--- config.mk ---
export PLATFORM = sky130hd
export DESIGN_NAME = chan_status_reg
export DESIGN_NICKNAME = d
export VERILOG_FILES = /design/src/rtl/chan_status_pkg.sv /design/src/rtl/chan_status_ctrl.sv /design/src/rtl/chan_status_dp.sv /design/src/rtl/chan_status_reg.sv
export SDC_FILE = /design/constraint.sdc
export NUM_CORES = 1
export LEC_CHECK = 0
export CAP_MARGIN = 5
export CORE_UTILIZATION = 30
export DETAILED_ROUTE_END_ITERATION = 8
export PLACE_DENSITY = 0.78
export RECOVER_POWER = 50
export SLEW_MARGIN = 0
export SYNTH_ARGS = -nofsm -noshare
export SYNTH_HDL_FRONTEND = slang
export SYNTH_HIERARCHICAL = 1
export SYNTH_SLANG_ARGS = --single-unit
--- constraint.sdc ---
create_clock -name clk -period 2.9 [get_ports clk]
set_input_delay 0.29 -clock clk [delete_from_list [all_inputs] [get_ports clk]]
set_output_delay 0.29 -clock clk [all_outputs]
set_load 0.05 [all_outputs]
--- src/rtl/chan_status_pkg.sv ---
package chan_status_pkg;
  localparam int STS_W    = 32;
  localparam int DPTR_W   = 8;
  localparam int OFF_W    = 6;
  localparam int ADDR_W   = DPTR_W + OFF_W;
  localparam int FLAG_N   = 5;
  localparam int CTRL_N   = 7;
  localparam int DPTR_LSB = 8;
  localparam int IDX_W    = 3;
  localparam int HI_ZERO  = STS_W - DPTR_LSB - DPTR_W;
  localparam int GAP_ZERO = DPTR_LSB - CTRL_N;

  localparam int BIT_Z    = 0;
  localparam int BIT_N    = 1;
  localparam int BIT_C    = 2;
  localparam int BIT_V    = 3;
  localparam int BIT_CN1Z = 4;
  localparam int BIT_IEN  = 5;
  localparam int BIT_CEN  = 6;

  typedef struct packed {
    logic [CTRL_N-1:0] bitWe;
    logic [CTRL_N-1:0] bitVal;
    logic              dptrWe;
    logic [DPTR_W-1:0] dptrVal;
  } stsStrobe_t;

  typedef enum logic [1:0] {
    REQ_NONE    = 2'd0,
    REQ_ERROR   = 2'd1,
    REQ_TAKE    = 2'd2,
    REQ_PREEMPT = 2'd3
  } reqVerdict_t;
endpackage

--- src/rtl/chan_status_ctrl.sv ---
module chan_status_ctrl
  import chan_status_pkg::*;
#(
  parameter int PRIO_W = 4
) (
  input  logic              clk,
  input  logic              rst,
  input  logic              wrEn,
  input  logic [CTRL_N-1:0] wrLow,
  input  logic [DPTR_W-1:0] wrDptr,
  input  logic [FLAG_N-1:0] flagUpdMask,
  input  logic [FLAG_N-1:0] flagUpdVal,
  input  logic              bitCmdEn,
  input  logic              bitCmdSet,
  input  logic [IDX_W-1:0]  bitCmdIdx,
  input  logic              reqValid,
  input  logic [PRIO_W-1:0] reqPrio,
  input  logic              runActive,
  input  logic [PRIO_W-1:0] runPrio,
  input  logic              cenNow,
  input  logic              ienNow,
  output stsStrobe_t        strobe,
  output logic              errExit,
  output logic              hostErrIrq,
  output logic              suspend,
  output logic              reqAccept
);
  logic        prioHigher;
  reqVerdict_t verdictD;
  reqVerdict_t verdictQ;

  // Precedence ladder: write data first, bit command on top, instruction flags last.
  always_comb begin
    strobe = '0;
    if (wrEn) begin
      strobe.bitWe   = '1;
      strobe.bitVal  = wrLow;
      strobe.dptrWe  = 1'b1;
      strobe.dptrVal = wrDptr;
    end
    if (bitCmdEn && (int'(bitCmdIdx) < CTRL_N)) begin
      strobe.bitWe[bitCmdIdx]  = 1'b1;
      strobe.bitVal[bitCmdIdx] = bitCmdSet;
    end
    for (int i = 0; i < FLAG_N; i++) begin
      if (flagUpdMask[i]) begin
        strobe.bitWe[i]  = 1'b1;
        strobe.bitVal[i] = flagUpdVal[i];
      end
    end
  end

  assign prioHigher = (reqPrio > runPrio);

  always_comb begin
    verdictD = REQ_NONE;
    if (reqValid) begin
      if (!cenNow)                               verdictD = REQ_ERROR;
      else if (!runActive)                       verdictD = REQ_TAKE;
      else if (ienNow && prioHigher)             verdictD = REQ_PREEMPT;
      else                                       verdictD = REQ_NONE;
    end
  end

  always_ff @(posedge clk) begin
    if (rst) verdictQ <= REQ_NONE;
    else     verdictQ <= verdictD;
  end

  assign errExit    = (verdictQ == REQ_ERROR);
  assign hostErrIrq = (verdictQ == REQ_ERROR);
  assign suspend    = (verdictQ == REQ_PREEMPT);
  assign reqAccept  = (verdictQ == REQ_TAKE) || (verdictQ == REQ_PREEMPT);

  AST_PREEMPT_NEEDS_IEN: assert property (@(posedge clk) disable iff (rst)
    reqValid && !ienNow |=> !suspend);
  AST_DISABLED_ERRS: assert property (@(posedge clk) disable iff (rst)
    reqValid && !cenNow |=> errExit && hostErrIrq && !reqAccept);
endmodule

--- src/rtl/chan_status_dp.sv ---
module chan_status_dp
  import chan_status_pkg::*;
(
  input  logic              clk,
  input  logic              rst,
  input  stsStrobe_t        strobe,
  input  logic              offSel,
  input  logic [OFF_W-1:0]  offImm,
  input  logic [OFF_W-1:0]  offReg,
  output logic [STS_W-1:0]  statusOut,
  output logic [ADDR_W-1:0] pramAddr,
  output logic              cenNow,
  output logic              ienNow
);
  logic [CTRL_N-1:0] ctrlBitsQ;
  logic [DPTR_W-1:0] dptrQ;
  logic [OFF_W-1:0]  offSelected;

  always_ff @(posedge clk) begin
    if (rst) begin
      ctrlBitsQ <= '0;
      dptrQ     <= '0;
    end else begin
      for (int b = 0; b < CTRL_N; b++) begin
        if (strobe.bitWe[b]) ctrlBitsQ[b] <= strobe.bitVal[b];
      end
      if (strobe.dptrWe) dptrQ <= strobe.dptrVal;
    end
  end

  assign offSelected = offSel ? offReg : offImm;
  assign pramAddr    = {dptrQ, offSelected};

  assign statusOut = {{HI_ZERO{1'b0}}, dptrQ, {GAP_ZERO{1'b0}}, ctrlBitsQ};
  assign cenNow    = ctrlBitsQ[BIT_CEN];
  assign ienNow    = ctrlBitsQ[BIT_IEN];

  AST_DPTR_GATED: assert property (@(posedge clk) disable iff (rst)
    !strobe.dptrWe |=> $stable(dptrQ));
endmodule

--- src/rtl/chan_status_reg.sv ---
module chan_status_reg
  import chan_status_pkg::*;
#(
  parameter int PRIO_W = 4
) (
  input  logic              clk,
  input  logic              rst,
  input  logic              wrEn,
  input  logic [31:0]       wrData,
  input  logic [4:0]        flagUpdMask,
  input  logic [4:0]        flagUpdVal,
  input  logic              bitCmdEn,
  input  logic              bitCmdSet,
  input  logic [2:0]        bitCmdIdx,
  input  logic              offSel,
  input  logic [5:0]        offImm,
  input  logic [5:0]        offReg,
  input  logic              reqValid,
  input  logic [PRIO_W-1:0] reqPrio,
  input  logic              runActive,
  input  logic [PRIO_W-1:0] runPrio,
  output logic [31:0]       statusOut,
  output logic [13:0]       pramAddr,
  output logic              errExit,
  output logic              hostErrIrq,
  output logic              suspend,
  output logic              reqAccept
);
  stsStrobe_t strobe;
  logic       cenNow;
  logic       ienNow;
  logic       unusedWrBits;

  assign unusedWrBits = ^{wrData[STS_W-1:DPTR_LSB+DPTR_W], wrData[DPTR_LSB-1:CTRL_N]};

  chan_status_ctrl #(.PRIO_W(PRIO_W)) ctrl_i (
    .clk         (clk),
    .rst         (rst),
    .wrEn        (wrEn),
    .wrLow       (wrData[CTRL_N-1:0]),
    .wrDptr      (wrData[DPTR_LSB +: DPTR_W]),
    .flagUpdMask (flagUpdMask),
    .flagUpdVal  (flagUpdVal),
    .bitCmdEn    (bitCmdEn),
    .bitCmdSet   (bitCmdSet),
    .bitCmdIdx   (bitCmdIdx),
    .reqValid    (reqValid),
    .reqPrio     (reqPrio),
    .runActive   (runActive),
    .runPrio     (runPrio),
    .cenNow      (cenNow),
    .ienNow      (ienNow),
    .strobe      (strobe),
    .errExit     (errExit),
    .hostErrIrq  (hostErrIrq),
    .suspend     (suspend),
    .reqAccept   (reqAccept)
  );

  chan_status_dp dp_i (
    .clk       (clk),
    .rst       (rst),
    .strobe    (strobe),
    .offSel    (offSel),
    .offImm    (offImm),
    .offReg    (offReg),
    .statusOut (statusOut),
    .pramAddr  (pramAddr),
    .cenNow    (cenNow),
    .ienNow    (ienNow)
  );

  AST_IMPL_WINS: assert property (@(posedge clk) disable iff (rst)
    (|flagUpdMask) |=> (((statusOut[FLAG_N-1:0] ^ $past(flagUpdVal)) & $past(flagUpdMask)) == '0));
  AST_FLAG_HOLD: assert property (@(posedge clk) disable iff (rst)
    !wrEn && !bitCmdEn && (flagUpdMask == '0) |=> $stable(statusOut));
  AST_VERDICT_EXCL: assert property (@(posedge clk) disable iff (rst)
    !(errExit && (suspend || reqAccept)));
  AST_VERDICT_PULSE: assert property (@(posedge clk) disable iff (rst)
    !reqValid |=> !errExit && !suspend && !reqAccept);
endmodule

==> results of run 1 <==
==> metrics by stage <==
| stage | setup slack (ns) | cell area [µm²] | hold WS [ns] |
|---|---|---|---|
| CTS | 0.595 | 2190 | 0.469 |
| finish | 0.609 | 2180 | 0.462 |
| global route | 0.542 | 2180 | 0.491 |
| detailed placement | 0.596 | 2140 | 0.460 |
| global placement | 0.592 | 2140 | 0.458 |
| floorplan | 1.23 | 1440 | 0.362 |
==> cells in the final DEF, fill, tap and decap left out, drive strengths merged <==
cell type / n
a211oi: 1
a21o: 1
a21oi: 2
and2: 9
buf: 1
clkbuf: 5
clkdlybuf4s50: 76
conb: 17
dfxtp: 17
dlygate4sd3: 12
ha: 4
inv: 7
mux2: 11
mux2i: 15
nand2: 13
nand2b: 6
nand3: 2
nand4b: 2
nor2: 17
nor2b: 1
nor3: 2
nor3b: 1
o211ai: 1
o21a: 1
o21ai: 8
or3: 5
==> power groups by stage <==
stage	clock network, mW	logic (mW)	registers [mW]
final	0.172	0.337	0.252
after global routing	0.193	0.359	0.253
after CTS	0.181	0.345	0.252
after detailed placement	0	0.344	0.257
after global placement	0	0.342	0.257
after floorplan	0	0.209	0.288
==> cell usage after synthesis (3+ instances only) <==
master    count  share of area (%)
nor2_1       17                4.6
and2_1        9                4.1
mux2i_1      15                 11
mux2_2        3                2.4
dfxtp_1      17                 25
or3_1         4                1.8
ha_1          4                3.6
o21ai_0       3                1.1
o21ai_2       3                1.9
nand2b_1      5                2.3
nand2_1      13                3.5
mux2_4        8                8.7
inv_1         7                1.9
buf_4        30                 16
==> layout make-up <==
type                       instances  share of cell area, %
sequential                        17                   15.6
clock buffer                       4                   2.06
timing repair buffer              90                   40.9
inverter                           7                   1.20
multi-input combinational        119                   37.3
tap                               52                   2.98
==> flip-flops by register name, indices dropped and copies added (netlist names) <==
register         count
dp_i/dptrQ           8
ctrl_i/verdictQ      2
dp_i/ctrlBitsQ       7
==> worst register-to-register path, cell delays in order, from the launching register on <==
cell      delay [ns]
dfxtp_1         0.36
o21a_1          0.15
o21ai_0         0.08
a211oi_1        0.21
==> final timing paths <==
| check | startpoint | to | slack (ns) | depth (start not counted) |
|---|---|---|---|---|
| max | offSel | pramAddr[1] | 0.61 | 3 |
| min | dp_i/ctrlBitsQ[6]$_SDFFE_PP0P_ | ctrl_i/verdictQ[1]$_SDFF_PP0_ | 0.46 | 2 |
| min reg2reg | dp_i/ctrlBitsQ[6]$_SDFFE_PP0P_ | ctrl_i/verdictQ[1]$_SDFF_PP0_ | 0.46 | 2 |
| max reg2reg | dp_i/ctrlBitsQ[5]$_SDFFE_PP0P_ | ctrl_i/verdictQ[1]$_SDFF_PP0_ | 2.01 | 3 |
==> cells by family (layout without fill, tap and decap cells) <==
group,Yosys count,in the layout,share of synthesized area (%)
simple gates,58,58,22.2
other cells,1,17,0.271
flops,17,17,24.6
fa+ha+maj,4,4,3.62
buf+inv,42,101,20.7
compound gates,14,14,6.60
mux,26,26,22.0
==> routing by layer <==
| metal | GRT usage [%] | wire (µm) |
|---|---|---|
| met4 | 3.33 | 12 |
| met1 | 14.1 | 1230 |
| met2 | 21.6 | 1340 |
| met3 | 4.33 | 335 |
| met5 | 0 | 0 |
==> run_results.csv, run 1 <==
group,metric,value,unit
run_status,outcome,"completed",
clock_tree,cts-resized-gates,0,
sta,setup_tns,0,ns
finish,multiInputGateArea,813,µm²
critical_path,crit_fanout,6,
finish,nFillCells,434,
detailed_routing,wl_per_cell,10.1,µm
sta,setup_violations,0,
global_routing,grt_start_max_net_pins,21,
clock_tree,clk_pin_slew,0.06,ns
power,ir_drop,0.138,mV
critical_path,worstSetupStartpointType,"primary input",
clock_tree,cts_tree,"built",
floorplan,ios,123,
sta,fmaxAchievable,0.436,GHz
logic_synthesis,synth_seq_cells,17,
finish,drive_gt1_share,8.44,%
power,p_sw,275,µW
finish,final_net_count,315,
clock_tree,clk_latency,0.24,ns
detailed_routing,post-route-drc-count,0,
worst_hold_path,hp-class,"reg -> reg",
floorplan,start_util,31.6,%
floorplan,die-area,4890,µm²
critical_path,max_stage_delay,0.70,ns
critical_path,path_cells,"clkdlybuf4s50_1 -> mux2_4 -> clkdlybuf4s50_1",
global_routing,gr-total-overflow,0,
detailed_routing,vias,1251,
global_routing,gr-usage-all-layers,12.3,%
clock_tree,clock-sinks,17,
sta,final_hold_viol_count,0,
power,power.share.sequential,33.1,%
power,power.internal,486,µW
critical_path,worst-setup-path-type,"in -> out",
placed_design,place_inst,285,
power,power,761,µW
sta,max_slew_margin,41.0,%
logic_synthesis,synthArstFlopShare,0,%
placed_design,gp_congestion,0.667,
detailed_routing,drtAntennaViolNets,0,
detailed_routing,routed_wl,2920,µm
critical_path,crit_family,"buffers and inverters",
clock_tree,post-cts-setup-buffers,0,
finish,instances_no_fill,289,
global_routing,grt_pass1_wl,4910,µm
critical_path,worst_path_max_delay_cell,"clkdlybuf4s50_1",
finish,antenna_cells,0,
critical_path,cp_data_required_time,2.61,ns
placed_design,portBuffers,88,
floorplan,die_w,69.9,µm
floorplan,die_y,69.9,µm
power,power_frac_clock,22.7,%
global_routing,grt_pass1_vias,1186,
floorplan,num_rows,24,
critical_path,cp_num_buf_inv,2,
finish,seq_area,340,µm²
logic_synthesis,syn_inst,162,
sta,rsz0062_at_grt,"no",
clock_tree,holdBufCountCts,0,
critical_path,crit_arrival,2.00,ns
logic_synthesis,synth_edf_count,0,
sta,report.final.slew_viol_count,0,
detailed_routing,vias_per_cell,4.33,
logic_synthesis,synth_ff_type,"dfxtp_1",
finish,final_util,49.8,%
sta,min_period,2.29,ns
placed_design,hpwl,2460,µm
logic_synthesis,yosysWarnings,6,
logic_synthesis,synth_cell_type_count,32,
power,combinationalPowerShare,44.3,%
logic_synthesis,yosysSeqAreaShare,24.6,%
power,p_leak,0.966,nW
logic_synthesis,syn_area_per_cell,8.54,µm²
power,p_sw_share,36.1,%
critical_path,cpMostUsedCell,"clkdlybuf4s50_1",
detailed_routing,dr.first_iter.drc_count,11,
sta,period_share,79.0,%
finish,area_growth,57.7,%
sta,finClkSkew,0.000117,ns
clock_tree,clockBufferDepth,2,
critical_path,endpoint_kind,"output port",
global_routing,antenna_found_initial,0,
clock_tree,cts-root-buf,"clkbuf_8",
sta,tightest_slew,0.884,ns
run,cap_violations,0,
detailed_routing,firstDrtPassIters,3,
floorplan,coreArea,4380,µm²
clock_tree,numCtsBuffers,3,
logic_synthesis,synthesis.area,1380,µm²
clock_tree,htreeDepth,1,
power,p_per_area,349,nW/µm²
Note: power is estimated with default switching activity, not from simulation.
==> run 2: changes to the inputs <==
Settings changed: CORE_UTILIZATION 30 to 28, PLACE_DENSITY 0.78 to 0.76.
Clock period 2.9 ns to 2.1 ns, I/O delays scaled along.
==> run 2 against run 1 <==
Global-route usage decreased by 0.37 points. Via count decreased by 1.4%. Setup slack got worse by 0.25 ns. Flip-flop and latch count unchanged. Critical path type is now reg -> out. Largest power group unchanged.
==> run_results.csv, run 2 (synthesis results as in run 1) <==
group,metric,value,unit
finish,largest-register,"dp_i/dptrQ",
global_routing,antenna_found_initial,0,
power,power.internal,666,µW
floorplan,coreArea,4750,µm²
clock_tree,clk_latency,0.25,ns
sta,max_slew_margin,49.3,%
power,power_frac_clock,23.5,%
placed_design,portBuffers,88,
critical_path,cp_data_required_time,1.89,ns
clock_tree,htreeDepth,1,
finish,antenna_cells,0,
detailed_routing,post-route-drc-count,0,
detailed_routing,firstDrtPassIters,4,
finish,largest_reg_flops,8,
floorplan,die-area,5230,µm²
power,ir_drop,0.339,mV
power,power.share.sequential,32.8,%
clock_tree,cts-root-buf,"clkbuf_8",
floorplan,start_util,29.1,%
sta,report.final.slew_viol_count,0,
placed_design,gp_congestion,0.712,
detailed_routing,drtAntennaViolNets,0,
clock_tree,cts_tree,"built",
sta,min_period,1.74,ns
power,power,1.06,mW
global_routing,grt_start_max_net_pins,17,
clock_tree,cts-resized-gates,0,
clock_tree,clk_pin_slew,0.06,ns
critical_path,r2r-start,"dp_i/ctrlBitsQ[5]$_SDFFE_PP0P_",
critical_path,crit_arrival,1.53,ns
power,p_leak,0.971,nW
placed_design,place_inst,301,
finish,final_net_count,316,
sta,setup_tns,0,ns
critical_path,critPathLaunch,"ctrl_i/verdictQ[0]$_SDFF_PP0_",
finish,drive_gt1_share,11.3,%
clock_tree,clockBufferDepth,2,
sta,period_share,82.8,%
floorplan,num_rows,25,
floorplan,die_y,72.3,µm
finish,area_growth,58.0,%
placed_design,hpwl,2530,µm
critical_path,endpoint_kind,"output port",
run_status,outcome,"completed",
power,p_sw_share,37.2,%
detailed_routing,dr.first_iter.drc_count,15,
run,cap_violations,0,
placed_design,place_area,2160,µm²
finish,instances_no_fill,305,
sta,rsz0062_at_grt,"no",
clock_tree,numCtsBuffers,3,
sta,setup_ws,0.360,ns
sta,tightest_slew,0.761,ns
clock_tree,clock-sinks,17,
detailed_routing,vias_per_cell,4.04,
critical_path,ff2ff_setup_slack,1.19,ns
critical_path,worstSetupStartpointType,"register",
global_routing,grt_pass1_wl,4850,µm
detailed_routing,routed_wl,3000,µm
global_routing,gr-usage-all-layers,11.9,%
sta,finClkSkew,0.00743,ns
critical_path,worstReg2RegEnd,"ctrl_i/verdictQ[1]$_SDFF_PP0_",
detailed_routing,wl_per_cell,9.84,µm
placed_design,dp_slack,0.243,ns
detailed_routing,vias,1233,
finish,final_common_cell,"clkdlybuf4s50_1",
clock_tree,post-cts-setup-buffers,0,
floorplan,die_w,72.3,µm
power,p_sw,394,µW
worst_hold_path,hp-class,"reg -> reg",
floorplan,ios,123,
power,p_per_area,485,nW/µm²
sta,setup_violations,0,
clock_tree,holdBufCountCts,0,
finish,most-common-layout-cells,"70 x clkdlybuf4s50_1, 17 x nor2_1, 17 x dfxtp_1, 17 x conb_1, 15 x mux2i_1",
global_routing,gr-total-overflow,0,
worst_hold_path,hp-start,"dp_i/ctrlBitsQ[6]$_SDFFE_PP0P_",
power,combinationalPowerShare,43.8,%
global_routing,grt_pass1_vias,1131,
finish,top_regs,"dp_i/dptrQ (8), dp_i/ctrlBitsQ (7), ctrl_i/verdictQ (2)",
sta,fmaxAchievable,0.575,GHz
critical_path,worst-setup-path-type,"reg -> out",
critical_path,cp-endpoint,"hostErrIrq",
sta,final_hold_viol_count,0,
finish,design_area,2190,µm²
critical_path,reg2regPathDepth,3,
critical_path,crit_fanout,2,
## run 2: changes by cell type in the layout (fill, tap and decap cells not counted), sizes merged
cell	delta
buf	+7
clkbuf	-1
clkdlybuf4s50	-6
clkinv	+1
## run 2: how the worst min path moves through the flow
stage	endpoint	slack, ns	cells past startpoint
after detailed placement	ctrl_i/verdictQ[1]$_SDFF_PP0_	0.47	2
final	ctrl_i/verdictQ[1]$_SDFF_PP0_	0.48	2
after global placement	ctrl_i/verdictQ[1]$_SDFF_PP0_	0.46	2
after global routing	ctrl_i/verdictQ[1]$_SDFF_PP0_	0.50	2
after CTS	ctrl_i/verdictQ[1]$_SDFF_PP0_	0.48	2
after floorplan	dp_i/ctrlBitsQ[3]$_SDFFE_PP0P_	0.28	1
## run 2: routing by layer
metal  global-route usage, %  wire, µm  share of wire, %  vias up
met2                    22.0      1450                48       73
met1                    12.8      1230                41      518
met4                    1.96        14              0.47        0
met5                       0         0                 0        -
met3                    5.14       309                10        2
li1                        -         -                 -      640
## run 2: power groups by stage
stage | Clock (mW) | Sequential (mW) | Combinational, mW
2_1_floorplan | 0 | 0.397 | 0.288
3_3_place_gp | 0 | 0.355 | 0.471
3_5_place_dp | 0 | 0.355 | 0.474
4_1_cts | 0.266 | 0.348 | 0.476
5_1_grt | 0.277 | 0.349 | 0.495
6_report | 0.248 | 0.347 | 0.464
## run 2: critical path: stages, from the launching register on
cell and delay [ns]:
dfxtp_1 0.31, nor2b_1 0.15, clkdlybuf4s50_1 0.82
## run 2: layout make-up
cell class	instances	area, µm²
fill	483	2570
timing repair buffer	91	885
multi-input combinational	119	805
sequential	17	340
clock buffer	3	41.3
clock inverter	1	5.00
tap	67	83.8
inverter	7	26.3
## run 2: through the flow
step	utilization, %	hold slack [ns]
floorplan	-	0.282
global placement	45.3	0.464
detailed placement	45.3	0.472
CTS	46.3	0.484
global route	46.0	0.504
finish	46.0	0.479
